===== config.mk =====
export PLATFORM = sky130hd
export DESIGN_NAME = l2_trap_seq
export DESIGN_NICKNAME = d
export VERILOG_FILES = /design/src/rtl/l2_trap_pkg.sv /design/src/rtl/l2_trap_arb.sv /design/src/rtl/l2_trap_fsm.sv /design/src/rtl/l2_trap_vec.sv /design/src/rtl/l2_trap_seq.sv
export SDC_FILE = /design/constraint.sdc
export NUM_CORES = 1
export LEC_CHECK = 0
export ABC_CLOCK_PERIOD_IN_PS = 1600
export BUFFER_PORTS_ARGS = -buffer_cell sky130_fd_sc_hd__buf_2
export CAP_MARGIN = 20
export CORE_AREA = 2 2 39 41
export CTS_BUF_LIST = sky130_fd_sc_hd__clkbuf_8 sky130_fd_sc_hd__clkbuf_16
export CTS_CLUSTER_SIZE = 10
export DETAILED_ROUTE_END_ITERATION = 16
export DIE_AREA = 0 0 41 43
export PLACE_DENSITY = 0.66
export SYNTH_ARGS = -nofsm -noshare
export SYNTH_HDL_FRONTEND = slang
export SYNTH_SLANG_ARGS = --single-unit

===== constraint.sdc =====
create_clock -name clk_i -period 1.6 [get_ports clk_i]
set_input_delay 0 -clock clk_i [delete_from_list [all_inputs] [get_ports clk_i]]
set_output_delay 0 -clock clk_i [all_outputs]
set_load 0.1 [all_outputs]

===== src/rtl/l2_trap_pkg.sv =====
package l2_trap_pkg;
  typedef enum logic [1:0] {
    ST_IDLE = 2'd0,
    ST_TAKE = 2'd1,
    ST_WP   = 2'd2,
    ST_PC   = 2'd3
  } seq_st_e;
endpackage


===== src/rtl/l2_trap_arb.sv =====
module l2_trap_arb #(
  parameter int MASK_W   = 4,
  parameter int L2_LEVEL = 2
) (
  input  logic              clk_i,
  input  logic              rst_ni,
  input  logic              idle_i,
  input  logic              l2_req_i,
  input  logic              undef_op_i,
  input  logic              instr_bnd_i,
  input  logic [MASK_W-1:0] mask_i,
  output logic              go_o,
  output logic              go_trap_o
);
  localparam logic [MASK_W-1:0] LvlMin = MASK_W'(L2_LEVEL);

  logic trap_pend_q;
  logic trap_hit, int_hit;

  assign trap_hit  = undef_op_i | trap_pend_q;
  assign int_hit   = l2_req_i & instr_bnd_i & (mask_i >= LvlMin);
  // trap beats the maskable request
  assign go_trap_o = idle_i & trap_hit;
  assign go_o      = idle_i & (trap_hit | int_hit);

  always_ff @(posedge clk_i or negedge rst_ni) begin
    if (!rst_ni) trap_pend_q <= 1'b0;
    else         trap_pend_q <= trap_hit & ~idle_i;
  end

  // a strobe seen while busy must be held
  a_r9_hold_trap: assert property (@(posedge clk_i) disable iff (!rst_ni)
    (undef_op_i && !idle_i) |=> trap_pend_q);
  // the gated path never fires without its qualifiers
  a_r3_int_gate: assert property (@(posedge clk_i) disable iff (!rst_ni)
    (go_o && !go_trap_o) |-> (mask_i >= LvlMin && instr_bnd_i && l2_req_i));
endmodule


===== src/rtl/l2_trap_fsm.sv =====
module l2_trap_fsm
  import l2_trap_pkg::*;
(
  input  logic    clk_i,
  input  logic    rst_ni,
  input  logic    go_i,
  input  logic    go_trap_i,
  output seq_st_e state_o,
  output logic    trap_o,
  output logic    idle_o
);
  seq_st_e st_q, st_d;
  logic    trap_q;

  always_comb begin
    st_d = st_q;
    unique case (st_q)
      ST_IDLE: if (go_i) st_d = ST_TAKE;
      ST_TAKE: st_d = ST_WP;
      ST_WP:   st_d = ST_PC;
      ST_PC:   st_d = ST_IDLE;
      default: st_d = ST_IDLE;
    endcase
  end

  always_ff @(posedge clk_i or negedge rst_ni) begin
    if (!rst_ni) begin
      st_q   <= ST_IDLE;
      trap_q <= 1'b0;
    end else begin
      st_q <= st_d;
      if (st_q == ST_IDLE && go_i) trap_q <= go_trap_i;
    end
  end

  assign state_o = st_q;
  assign trap_o  = trap_q;
  assign idle_o  = (st_q == ST_IDLE);

  a_r5_seq_order: assert property (@(posedge clk_i) disable iff (!rst_ni)
    (st_q == ST_TAKE) |=> (st_q == ST_WP) ##1 (st_q == ST_PC) ##1 (st_q == ST_IDLE));
endmodule


===== src/rtl/l2_trap_vec.sv =====
module l2_trap_vec
  import l2_trap_pkg::*;
#(
  parameter int              ADDR_W   = 16,
  parameter int              MASK_W   = 4,
  parameter logic [ADDR_W-1:0] WP_VEC = 16'h0008,
  parameter logic [ADDR_W-1:0] PC_VEC = 16'h000A,
  parameter int              NEW_MASK = 1
) (
  input  seq_st_e           state_i,
  input  logic              trap_i,
  output logic              take_o,
  output logic              take_trap_o,
  output logic              vec_valid_o,
  output logic [ADDR_W-1:0] vec_addr_o,
  output logic              mask_we_o,
  output logic [MASK_W-1:0] mask_o
);
  localparam logic [MASK_W-1:0] MaskLoad = MASK_W'(NEW_MASK);

  assign take_o      = (state_i == ST_TAKE);
  assign take_trap_o = take_o & trap_i;
  // trap leaves the mask untouched
  assign mask_we_o   = take_o & ~trap_i;
  assign mask_o      = mask_we_o ? MaskLoad : '0;

  always_comb begin
    vec_valid_o = 1'b0;
    vec_addr_o  = '0;
    if (state_i == ST_WP) begin
      vec_valid_o = 1'b1;
      vec_addr_o  = WP_VEC;
    end else if (state_i == ST_PC) begin
      vec_valid_o = 1'b1;
      vec_addr_o  = PC_VEC;
    end
  end

  always_comb begin
    if (take_trap_o) a_r7_no_mask_write: assert (!mask_we_o);
  end
endmodule


===== src/rtl/l2_trap_seq.sv =====
module l2_trap_seq
  import l2_trap_pkg::*;
#(
  parameter int ADDR_W   = 16,
  parameter int MASK_W   = 4,
  parameter int L2_LEVEL = 2,
  parameter int NEW_MASK = 1
) (
  input  logic              clk_i,
  input  logic              rst_ni,
  input  logic              l2_req_i,
  input  logic              undef_op_i,
  input  logic              instr_bnd_i,
  input  logic [MASK_W-1:0] mask_i,
  output logic              take_o,
  output logic              take_trap_o,
  output logic              vec_valid_o,
  output logic [ADDR_W-1:0] vec_addr_o,
  output logic              mask_we_o,
  output logic [MASK_W-1:0] mask_o
);
  localparam logic [ADDR_W-1:0] WpVec = ADDR_W'(16'h0008);
  localparam logic [ADDR_W-1:0] PcVec = ADDR_W'(16'h000A);

  logic    idle, go, go_trap, trap_q;
  seq_st_e state;

  l2_trap_arb #(.MASK_W(MASK_W), .L2_LEVEL(L2_LEVEL)) u_arb (
    .clk_i, .rst_ni,
    .idle_i(idle), .l2_req_i, .undef_op_i, .instr_bnd_i, .mask_i,
    .go_o(go), .go_trap_o(go_trap)
  );

  l2_trap_fsm u_fsm (
    .clk_i, .rst_ni,
    .go_i(go), .go_trap_i(go_trap),
    .state_o(state), .trap_o(trap_q), .idle_o(idle)
  );

  l2_trap_vec #(
    .ADDR_W(ADDR_W), .MASK_W(MASK_W),
    .WP_VEC(WpVec), .PC_VEC(PcVec), .NEW_MASK(NEW_MASK)
  ) u_vec (
    .state_i(state), .trap_i(trap_q),
    .take_o, .take_trap_o, .vec_valid_o, .vec_addr_o, .mask_we_o, .mask_o
  );

  always_comb begin
    if (!rst_ni) a_r1_reset_quiet: assert (!take_o && !vec_valid_o && !mask_we_o);
  end

  a_r2_trap_ungated: assert property (@(posedge clk_i) disable iff (!rst_ni)
    (undef_op_i && idle) |=> (take_o && take_trap_o));
  a_r4_boundary: assert property (@(posedge clk_i) disable iff (!rst_ni)
    (idle && !instr_bnd_i && !undef_op_i && !go_trap) |=> !take_o);
  a_r6_mask_load: assert property (@(posedge clk_i) disable iff (!rst_ni)
    (take_o && !take_trap_o) |-> (mask_we_o && mask_o == MASK_W'(NEW_MASK)));
  a_r5_wp_then_pc: assert property (@(posedge clk_i) disable iff (!rst_ni)
    (vec_valid_o && vec_addr_o == WpVec) |=> (vec_valid_o && vec_addr_o == PcVec));
  a_r8_trap_first: assert property (@(posedge clk_i) disable iff (!rst_ni)
    (idle && undef_op_i && l2_req_i && instr_bnd_i) |=> take_trap_o);
endmodule


==> flow_summary.toml <==
[drt]
totalWireLength_um = 583
detail-route-antenna-nets = 0
avgViaCountPerCell = 3.72
drcViolationCount = 0
wire_per_inst_um = 7.77
drt-pass1-iter-count = 1
drt-initial-drc-count = 0
dr_total_vias = 279

[setup_path]
slowest_stage = "dfrtp_1"
critPathMaxStageDelay_ns = 0.44
cp_max_fo = 4
crit_chain = "inv_1 -> ha_1 -> or2_4 -> buf_2"
endpoint_kind = "primary output"
arrival_ns = 1.48
criticalPathCategory = "reg -> out"
crit_path_start_kind = "flop"
cp.required_ns = 1.60
reg2reg_depth = 4

[clock_network]
clk_latency_ns = 0.22
clock-sinks = 4
clk_pin_slew_ns = 0.03
h-tree-depth = 1
cts.path.max_buffers = 2
cts_tree = "built"
cts_setup_buffers = 0
cts_made_buffers = 3
cts_root_buffer = "clkbuf_8"

[sta]
final.period_utilization_pct = 92.7
skew_ns = 0.00102
maxSlewViolCount = 0
setup_viol_count_final = 0
layout_min_cycle_time_ns = 1.48
fmaxAchievable_ghz = 0.674
rsz0062_at_grt = "false"
hold_viol = 0
fin_hold_ws_ns = 0.0510

[synth]
synth_cells = 44
ys_types = 17
ys_warn_count = 0
seq_area_frac_synth_pct = 24.5
ys_ff_latch = 4
synth_area_per_cell_um2 = 9.30
syn-cell-area_um2 = 409

[grt]
grt.total_usage_pct = 6.73
grt_start_max_net_pins = 7
gr-total-overflow = 0
antenna_found_initial = 0
grt_pass1_vias = 205
grt_pass1_wl_um = 745

[min_path]
hold-path-cell-count = 3
hold_class = "in -> reg"

[layout]
area_delta_synth_final_pct = 20.8
layout_common_cells = "conb_1 (17), buf_2 (14), dfrtp_1 (4), inv_1 (3), clkbuf_8 (3)"
fill_cells = 149
antenna_cells = 0
final_common_cell = "conb_1"
finalNetCount = 74
final_layout_size_suffix_gt1_share_pct = 42.4

[placement]
io_buffers = 14
gp_congestion = 0.622
hpwl_um = 492

[floorplanning]
die_area_um2 = 1760
core_area_um2 = 1380
num_io_pins = 33
rows = 14
start_util_pct = 29.6
fp.dieH_um = 43
die_width_um = 41

[run_status]
status = "finished clean"

[flow_run]
drv_cap = 0
-- state kept, by name, summed over array words and instances, names as in the netlist --
| name | flops |
|---|---|
| u_arb.trap_pend_q | 1 |
| u_fsm.state_o | 2 |
| u_fsm.trap_o | 1 |
-- synthesized netlist by cell type --
cell type | n | area share [%]
buf_4 | 19 | 35
dfrtp_1 | 4 | 24
ha_1 | 4 | 12
inv_1 | 3 | 2.8
nor2_1 | 2 | 1.8
a21oi_1 | 1 | 1.2
a22o_1 | 1 | 2.1
and2_1 | 1 | 1.5
conb_1 | 1 | 0.92
mux2_4 | 1 | 3.7
nand2_1 | 1 | 0.92
nand3b_4 | 1 | 4.9
nor2_2 | 1 | 1.5
nor2b_1 | 1 | 1.5
nor4_1 | 1 | 1.5
o311a_1 | 1 | 2.4
or2_2 | 1 | 1.5
-- kinds of logic (layout without fill, tap and decap cells) --
kind of cell | after synthesis | after routing | synth area share (%)
AND/OR/NAND/NOR | 9 | 9 | 15.3
other | 1 | 17 | 0.917
flip-flops | 4 | 4 | 24.5
multiplexers | 1 | 1 | 3.67
buffers and inverters | 22 | 21 | 37.6
AO/OA/AOI/OAI | 3 | 3 | 5.81
adder cells (fa/ha/maj) | 4 | 4 | 12.2
-- per-layer routing --
metal / up-vias / part of all wire (%) / track usage (%)
met5: - / 0 / 0
met4: 0 / 2.9 / 10.0
met3: 2 / 12 / 0
met2: 21 / 51 / 10.9
met1: 122 / 33 / 5.48
li1: 134 / - / -
-- metrics by stage --
| stage | setup WS [ns] | util (%) | TNS (ns) | area [um^2] | std cells |
|---|---|---|---|---|---|
| finish | 0.116 | 35.7 | 0 | 494 | 75 |
| floorplan | -0.132 | - | -0.259 | 508 | 60 |
| global route | 0.0617 | 35.7 | 0 | 494 | 75 |
| CTS | 0.0915 | 35.7 | 0 | 494 | 75 |
| global placement | 0.262 | 32.0 | 0 | 443 | 71 |
| detailed placement | 0.245 | 32.0 | 0 | 443 | 71 |
-- what timing repair did --
action | in CTS | in global routing
endpoints found under the hold margin | 4 | 0
resized for setup | 0 | 0
hold buffers | 1 | 0
-- critical path: cells and delay by family (launching register included) --
family                     cells  cell delay (ns)
adders and majority gates      1             0.22
buffers and inverters          2             0.38
DFF                            1             0.44
and+or+nand+nor                1             0.23
-- path summary, 6_finish.rpt --
check / startpoint / slack, ns / to
worst max-delay path: u_fsm.state_o[0]$_DFFE_PN0P_ / 0.12 / vec_valid_o
worst min-delay path: undef_op_i / 0.05 / u_arb.trap_pend_q$_DFF_PN0_
worst max register to register: u_fsm.state_o[1]$_DFFE_PN0P_ / 0.25 / u_fsm.state_o[1]$_DFFE_PN0P_
worst min register to register: u_arb.trap_pend_q$_DFF_PN0_ / 0.54 / u_arb.trap_pend_q$_DFF_PN0_
max in group asynchronous: rst_ni / 1.36 / u_arb.trap_pend_q$_DFF_PN0_
min in group asynchronous: rst_ni / 0.12 / u_fsm.state_o[1]$_DFFE_PN0P_
-- cell type report --
class	instances	area [um^2]	area share [%]
clock buffers	3	41.3	8.35
inverters	3	11.3	2.28
multi-input cells	34	241	48.9
flip-flops and latches	4	100	20.3
well taps	16	20.0	4.05
repair buffers	15	80.1	16.2
Power is not shown: default switching activity piles up to over one toggle a cycle in this logic, so the estimate is an artifact.
